File: config.mk
export PLATFORM = sky130hd
export DESIGN_NAME = csp_port_ctrl
export DESIGN_NICKNAME = d
export VERILOG_FILES = /design/src/rtl/csp_pkg.sv /design/src/rtl/csp_edge_det.sv /design/src/rtl/csp_socket.sv /design/src/rtl/csp_port_ctrl.sv
export SDC_FILE = /design/constraint.sdc
export NUM_CORES = 1
export LEC_CHECK = 0
export BUFFER_PORTS_ARGS = -buffer_cell sky130_fd_sc_hd__clkbuf_2
export CAP_MARGIN = 40
export CORE_MARGIN = 1
export CORE_UTILIZATION = 58
export CTS_CLUSTER_DIAMETER = 100
export DETAILED_ROUTE_END_ITERATION = 10
export PLACE_DENSITY = 0.77
export SLEW_MARGIN = 15
export SYNTH_ARGS = -nofsm -noshare
export SYNTH_HDL_FRONTEND = slang
export SYNTH_SLANG_ARGS = --single-unit
File: constraint.sdc
create_clock -name clk -period 1.56 [get_ports clk]
set_clock_uncertainty 0.1 [all_clocks]
set_input_delay 0.078 -clock clk [delete_from_list [all_inputs] [get_ports clk]]
set_output_delay 0.078 -clock clk [all_outputs]
set_load 0.05 [all_outputs]
File: src/rtl/csp_pkg.sv
// Package: shared types and register offsets for the card status port.
// Assumes eight pins per socket with a fixed meaning for each pin index.
package csp_pkg;
    localparam int PINS_PER_SOCK = 8;

    // Pin roles inside one socket
    localparam int PIN_VS1  = 0;
    localparam int PIN_VS2  = 1;
    localparam int PIN_WP   = 2;
    localparam int PIN_CD2  = 3;
    localparam int PIN_CD1  = 4;
    localparam int PIN_BAT2 = 5;
    localparam int PIN_BAT1 = 6;
    localparam int PIN_EXT  = 7;

    // Register offsets inside one socket window
    localparam logic [2:0] OFF_RAW   = 3'd0;
    localparam logic [2:0] OFF_DEC   = 3'd1;
    localparam logic [2:0] OFF_EVT   = 3'd2;
    localparam logic [2:0] OFF_ENA   = 3'd3;
    localparam logic [2:0] OFF_MODLO = 3'd4;
    localparam logic [2:0] OFF_MODHI = 3'd5;
    localparam logic [2:0] OFF_CTL   = 3'd6;

    typedef enum logic [1:0] {
        EDGE_OFF  = 2'd0,
        EDGE_FALL = 2'd1,
        EDGE_RISE = 2'd2,
        EDGE_BOTH = 2'd3
    } edge_mode_e;

    typedef enum logic [1:0] {
        BATT_GOOD = 2'd0,
        BATT_WARN = 2'd1,
        BATT_DEAD = 2'd2
    } batt_e;
endpackage

File: src/rtl/csp_edge_det.sv
// Module: synchronizes W pins with two flops and turns transitions into
// per-pin trigger pulses according to a 2-bit mode per pin.
// Assumes pins idle high; sync flops reset to 1 so reset makes no edge.
// Pin EXT_BIT uses the extended mode set (fall, rise, both, level-low).
module csp_edge_det
    import csp_pkg::*;
#(
    parameter int W       = 8,
    parameter int EXT_BIT = 7
) (
    input  logic           clk,
    input  logic           rst_n,
    input  logic [W-1:0]   pin,
    input  logic [2*W-1:0] mode,
    output logic [W-1:0]   level,
    output logic [W-1:0]   hit
);
    logic [W-1:0] s1, s2, prev;

    // Two-stage synchronizer plus the delayed copy used for edge compare
    always_ff @(posedge clk) begin
        if (!rst_n) begin
            s1   <= '1;
            s2   <= '1;
            prev <= '1;
        end else begin
            s1   <= pin;
            s2   <= s1;
            prev <= s2;
        end
    end

    assign level = s2;

    for (genvar i = 0; i < W; i++) begin : g_bit
        logic rise, fall;
        assign rise = s2[i] & ~prev[i];
        assign fall = ~s2[i] & prev[i];

        if (i == EXT_BIT) begin : g_ext
            // Extended selection: fall, rise, either, level-low
            always_comb begin
                case (mode[2*i +: 2])
                    2'd0:    hit[i] = fall;
                    2'd1:    hit[i] = rise;
                    2'd2:    hit[i] = rise | fall;
                    default: hit[i] = ~s2[i];
                endcase
            end
        end else begin : g_std
            // Standard selection: off, fall, rise, either
            always_comb begin
                case (edge_mode_e'(mode[2*i +: 2]))
                    EDGE_FALL: hit[i] = fall;
                    EDGE_RISE: hit[i] = rise;
                    EDGE_BOTH: hit[i] = rise | fall;
                    default:   hit[i] = 1'b0;
                endcase
            end
        end
    end

    // Cycles since reset release, saturating, for the delay check
    logic [1:0] up_cnt;
    always_ff @(posedge clk) begin
        if (!rst_n)               up_cnt <= '0;
        else if (up_cnt != 2'd3)  up_cnt <= up_cnt + 2'd1;
    end

    assert_sync_delay_R1: assert property (@(posedge clk) disable iff (!rst_n)
        (up_cnt >= 2'd2) |-> (level == $past(pin, 2)));
endmodule

File: src/rtl/csp_socket.sv
// Module: one socket's event flags, enables, modes, status decode and
// 16-bit I/O qualifier. Write strobes arrive already decoded by the top.
// Assumes a high level on a battery-detect pin means asserted.
module csp_socket
    import csp_pkg::*;
#(
    parameter int W = PINS_PER_SOCK
) (
    input  logic           clk,
    input  logic           rst_n,
    input  logic [W-1:0]   pin,
    input  logic           win16,
    input  logic [W-1:0]   evt_clr,
    input  logic           ena_we,
    input  logic           modlo_we,
    input  logic           modhi_we,
    input  logic           ctl_we,
    input  logic [7:0]     wdata,
    output logic [W-1:0]   raw,
    output logic [7:0]     decoded,
    output logic [W-1:0]   events,
    output logic [W-1:0]   enables,
    output logic [2*W-1:0] modes,
    output logic           io_mode,
    output logic           io16,
    output logic           irq_part
);
    logic [W-1:0] hit;
    batt_e        batt;
    logic         present;

    csp_edge_det #(.W(W), .EXT_BIT(PIN_EXT)) u_edge (
        .clk   (clk),
        .rst_n (rst_n),
        .pin   (pin),
        .mode  (modes),
        .level (raw),
        .hit   (hit)
    );

    // Sticky flags: set by triggers, cleared by write-1, set wins a race
    always_ff @(posedge clk) begin
        if (!rst_n) events <= '0;
        else        events <= (events & ~evt_clr) | hit;
    end

    // Configuration registers written from the bus
    always_ff @(posedge clk) begin
        if (!rst_n) begin
            enables <= '0;
            modes   <= '0;
            io_mode <= 1'b0;
        end else begin
            if (ena_we)   enables    <= wdata[W-1:0];
            if (modlo_we) modes[7:0]  <= wdata;
            if (modhi_we) modes[15:8] <= wdata;
            if (ctl_we)   io_mode    <= wdata[0];
        end
    end

    // Battery condition from the two battery-detect levels
    always_comb begin
        if (!raw[PIN_BAT1])      batt = BATT_DEAD;
        else if (!raw[PIN_BAT2]) batt = BATT_WARN;
        else                     batt = BATT_GOOD;
    end

    assign present  = ~raw[PIN_CD1] & ~raw[PIN_CD2];
    assign decoded  = {2'b00, raw[PIN_VS2], raw[PIN_VS1], raw[PIN_WP],
                       batt, present};
    assign io16     = io_mode & win16 & ~raw[PIN_WP];
    assign irq_part = |(events & enables);

    assert_sticky_R4: assert property (@(posedge clk) disable iff (!rst_n)
        1'b1 |=> (($past(events) & ~$past(evt_clr) & ~events) == '0));

    assert_clear_race_R5: assert property (@(posedge clk) disable iff (!rst_n)
        ((hit & evt_clr) != '0) |=> ((events & $past(hit & evt_clr)) == $past(hit & evt_clr)));

    assert_io16_narrow_R10: assert property (@(posedge clk) disable iff (!rst_n)
        !win16 |-> !io16);

    for (genvar i = 0; i < PIN_EXT; i++) begin : g_quiet
        assert_off_quiet_R2: assert property (@(posedge clk) disable iff (!rst_n)
            (modes[2*i +: 2] == 2'd0 && !events[i] && !evt_clr[i]) |=> !events[i]);
    end
endmodule

File: src/rtl/csp_port_ctrl.sv
// Module: top of the card status port. Holds NSOCK socket slices,
// decodes the register bus and merges the interrupt.
// Assumes a single-cycle write strobe and a combinational read.
module csp_port_ctrl
    import csp_pkg::*;
#(
    parameter  int NSOCK = 2,
    localparam int SEL_W = (NSOCK > 1) ? $clog2(NSOCK) : 1,
    localparam int AW    = SEL_W + 3,
    localparam int PW    = PINS_PER_SOCK
) (
    input  logic              clk,
    input  logic              rst_n,
    input  logic [NSOCK*PW-1:0] pin_in,
    input  logic [NSOCK-1:0]  io_win16,
    input  logic [AW-1:0]     bus_addr,
    input  logic              bus_wr,
    input  logic [7:0]        bus_wdata,
    output logic [7:0]        bus_rdata,
    output logic              irq,
    output logic [NSOCK-1:0]  io16_q
);
    logic [SEL_W-1:0] sel;
    logic [2:0]       off;
    logic [PW-1:0]    raw_v  [NSOCK];
    logic [7:0]       dec_v  [NSOCK];
    logic [PW-1:0]    evt_v  [NSOCK];
    logic [PW-1:0]    ena_v  [NSOCK];
    logic [2*PW-1:0]  mod_v  [NSOCK];
    logic             ctl_v  [NSOCK];
    logic [NSOCK-1:0] irq_v;

    assign sel = bus_addr[AW-1:3];
    assign off = bus_addr[2:0];

    for (genvar s = 0; s < NSOCK; s++) begin : g_sock
        logic hit_sel;
        assign hit_sel = bus_wr && (sel == SEL_W'(s));

        csp_socket #(.W(PW)) u_sock (
            .clk      (clk),
            .rst_n    (rst_n),
            .pin      (pin_in[s*PW +: PW]),
            .win16    (io_win16[s]),
            .evt_clr  ((hit_sel && off == OFF_EVT) ? bus_wdata[PW-1:0] : '0),
            .ena_we   (hit_sel && off == OFF_ENA),
            .modlo_we (hit_sel && off == OFF_MODLO),
            .modhi_we (hit_sel && off == OFF_MODHI),
            .ctl_we   (hit_sel && off == OFF_CTL),
            .wdata    (bus_wdata),
            .raw      (raw_v[s]),
            .decoded  (dec_v[s]),
            .events   (evt_v[s]),
            .enables  (ena_v[s]),
            .modes    (mod_v[s]),
            .io_mode  (ctl_v[s]),
            .io16     (io16_q[s]),
            .irq_part (irq_v[s])
        );
    end

    // Read multiplexer over the selected socket's registers
    always_comb begin
        bus_rdata = '0;
        for (int s = 0; s < NSOCK; s++) begin
            if (sel == SEL_W'(s)) begin
                case (off)
                    OFF_RAW:   bus_rdata = raw_v[s];
                    OFF_DEC:   bus_rdata = dec_v[s];
                    OFF_EVT:   bus_rdata = evt_v[s];
                    OFF_ENA:   bus_rdata = ena_v[s];
                    OFF_MODLO: bus_rdata = mod_v[s][7:0];
                    OFF_MODHI: bus_rdata = mod_v[s][15:8];
                    OFF_CTL:   bus_rdata = {7'd0, ctl_v[s]};
                    default:   bus_rdata = '0;
                endcase
            end
        end
    end

    assign irq = |irq_v;

    assert_irq_after_reset_R11: assert property (@(posedge clk) disable iff (!rst_n)
        $rose(rst_n) |-> (!irq && io16_q == '0));
endmodule

==> reports/metrics.cfg <==
[status]
outcome = complete, but fails checks
violated_checks = negative setup slack

[timing]
timing.final.crit_period_ns = 2.23
setup_violations = 9
setup-tns-final_ns = -3.89
peak_clock_frequency_supported_by_timing_ghz = 0.449
post-route-worst-setup-slack_ns = -0.667
min_period_over_period = 1.43
report.final.slew_viol_count = 0
final-hold-violation-count = 0
setup_repair_after_global_routing_missed_its_margin = yes
worst_slew_margin_rel = 0.678
worst_pin_slew_ns = 0.479
hold_ws_ns = 0.0702

[logic_synthesis]
synth_largest_type_area_fraction = 0.394
ys_ff_latch = 114
ys_warn_count = 0
count_of_flip_flops_with_a_built_in_enable_after_synthesis = 0
synth_flop_cell = dfxtp_1
syn-cell-area_um2 = 5790
post_synth_inst_count = 632
postSynth.asyncResetShare = 0
synth_cell_types = 51
yosysSeqAreaShare = 0.394
netlist.top_cell.by_area = dfxtp_1
yosys-top-cells-area = dfxtp_1 39%, mux2i_1 11%, ha_1 6.9%
mappedNetlistNets = 697
synthesis.area_per_instance_um2 = 9.16

[setup_path]
startpoint_type = flop
cp.required_ns = 1.38
worst-path-max-fanout = 2
worst-endpoint-arrival_ns = 2.05
reg2reg_setup_slack_ns = 0.04
timing_worst_setup_path_type = flop to output port
end_kind = output port

[routing]
detailedRoute.firstPassIterationCount = 5
drt-wirelength-per-cell_um = 19.7
vias = 5317
detail_route.iter0.violations = 286
drc = 0
post_drt_via_cell_ratio = 5.72
route.final.wire_length_um = 18300
antenna_violating_nets_post_route = 0

[clock_network]
cts_made_buffers = 17
ctsHtreeMaxLevel = 4
clock_sinks = 114
insertion_delay_ns = 0.54
path_clk_slew_ns = 0.06
clock_path_buffers = 2
tritoncts = done
clk_root_buffer_cell = clkbuf_8

[power]
vdd.ir_drop.worst_uv = 1120
power.leakage_nw = 3.45
finalPower_mw = 7.67
powerDensity_nw_per_um2 = 942

[grt]
first_pass_grt_wire_length_um = 27500
grt_start_max_net_pins = 55
global_route_usage_over_all_layers = 0.363
number_of_global_route_vias_before_repair = 5388
antenna_found_initial = 0
grt_remaining_overflow = 0

[min_path]
worst_hold_class = primary input to flop

[floorplan]
floorplan.die.width_um = 102
die_area_um2 = 10400
die_y_um = 102
placement_rows = 36
starting_density = 0.595
io_pins = 44
core_area_um2 = 9730

[place]
gpl.final_weighted_congestion = 0.981
post-dp-hpwl_um = 11700
placed_standard_cell_area_um2 = 6790
dp_slack_ns = -0.217
post-place-cells = 850
io_buffer_count = 43

[cells_and_area]
finish.net_count = 852
post-route-util = 0.837
final_cell_mix = 93 x dfxtp_1, 83 x buf_4, 63 x mux2i_1
post_route_cells_drive_above_1_share = 0.286
fillerInstances = 587
mostFrequentLayoutCell = dfxtp_1
postLayoutCellArea_um2 = 8140
layout-area-overhead-vs-synth_pct = 40.6
antenna_cells = 0
layoutNonFillerInstCount = 929

[job]
drv.max_cap_violation_count = 0

-- worst max-delay path, stage by stage, from the launching register on --
cell	delay, ns
dfxtp_2	0.33
or3b_1	0.36
a311oi_2	0.24
nor4_1	0.10
a311oi_4	0.28
buf_8	0.19
-- what timing repair did --
| item | in CTS | in global routing |
|---|---|---|
| hold endpoints to repair | 114 | 0 |
| setup endpoints to repair | 11 | 12 |
| gates cloned | 0 | 0 |
| gates resized for setup | 52 | 40 |
| buffers inserted | 3 | 6 |
| hold buffers | 42 | 0 |
| pin swaps | 19 | 13 |
-- routing by layer --
metal	global-route usage	vias up	wire length, um
li1	-	2459	-
met1	0.403	2580	7370
met2	0.623	206	8950
met3	0.105	72	1090
met4	0.209	0	848
met5	0	-	0
-- path summary, 6_finish.rpt --
check | start | endpoint | cells after the start
min reg2reg | g_sock[0].u_sock.u_edge.s1[3] | g_sock[0].u_sock.u_edge.level[3] | 1
min | bus_addr[3] | g_sock[1].u_sock.io_mode | 4
max | g_sock[0].u_sock.u_edge.level[6] | bus_rdata[1] | 5
max reg2reg | g_sock[1].u_sock.u_edge.level[3] | g_sock[1].u_sock.events[3] | 7
-- report_power, final --
group | switching, mW | internal [mW] | leakage [nW] | total, mW
combinational | 0.499 | 0.491 | 2.24 | 0.990
clock | 1.32 | 2.32 | 0.274 | 3.64
sequential | 0.0539 | 2.99 | 0.934 | 3.04
-- kinds of logic (layout without fill, tap and decap cells) --
group	count (synthesis)	count (layout)	share of synthesized area
and+or+nand+nor	203	203	0.191
AOI/OAI and AO/OA	120	120	0.143
DFF	114	114	0.394
buffers and inverters	90	254	0.0704
muxes	73	73	0.132
adders and majority gates	32	32	0.0691
-- layout make-up --
cell class / count / area, um^2 / share of cell area
timing repair buffer: 179 / 1580 / 0.194
multi-input combinational: 428 / 3360 / 0.413
sequential: 114 / 2310 / 0.284
clock inverter: 5 / 52.6 / 0.00645
tap: 133 / 166 / 0.0204
clock buffer: 23 / 497 / 0.0610
inverter: 47 / 176 / 0.0217
-- state kept, by name (all words and copies together) (netlist names) --
signal	flops
g_sock.u_sock.modes	32
g_sock.u_sock.enables	16
g_sock.u_sock.events	16
g_sock.u_sock.u_edge.level	16
g_sock.u_sock.u_edge.prev	16
g_sock.u_sock.u_edge.s1	16
g_sock.u_sock.io_mode	2
-- cells in the mapped netlist (5+ instances only) --
| cell type | instances |
|---|---|
| dfxtp_1 | 114 |
| a22o_1 | 6 |
| clkbuf_1 | 25 |
| o21ai_1 | 12 |
| o21a_1 | 6 |
| a21boi_1 | 13 |
| ha_1 | 32 |
| nand2_1 | 49 |
| o21ai_0 | 14 |
| buf_2 | 5 |
| nand3_1 | 14 |
| buf_4 | 9 |
| nor2_1 | 18 |
| nor2b_1 | 61 |
| a221oi_1 | 10 |
| mux2_1 | 6 |
| a22oi_1 | 9 |
| inv_1 | 46 |
| a21oi_1 | 20 |
| and3_1 | 5 |
| nand2b_1 | 36 |
| a21boi_0 | 10 |
| mux2i_1 | 65 |
(Power assumes the default switching activity.)
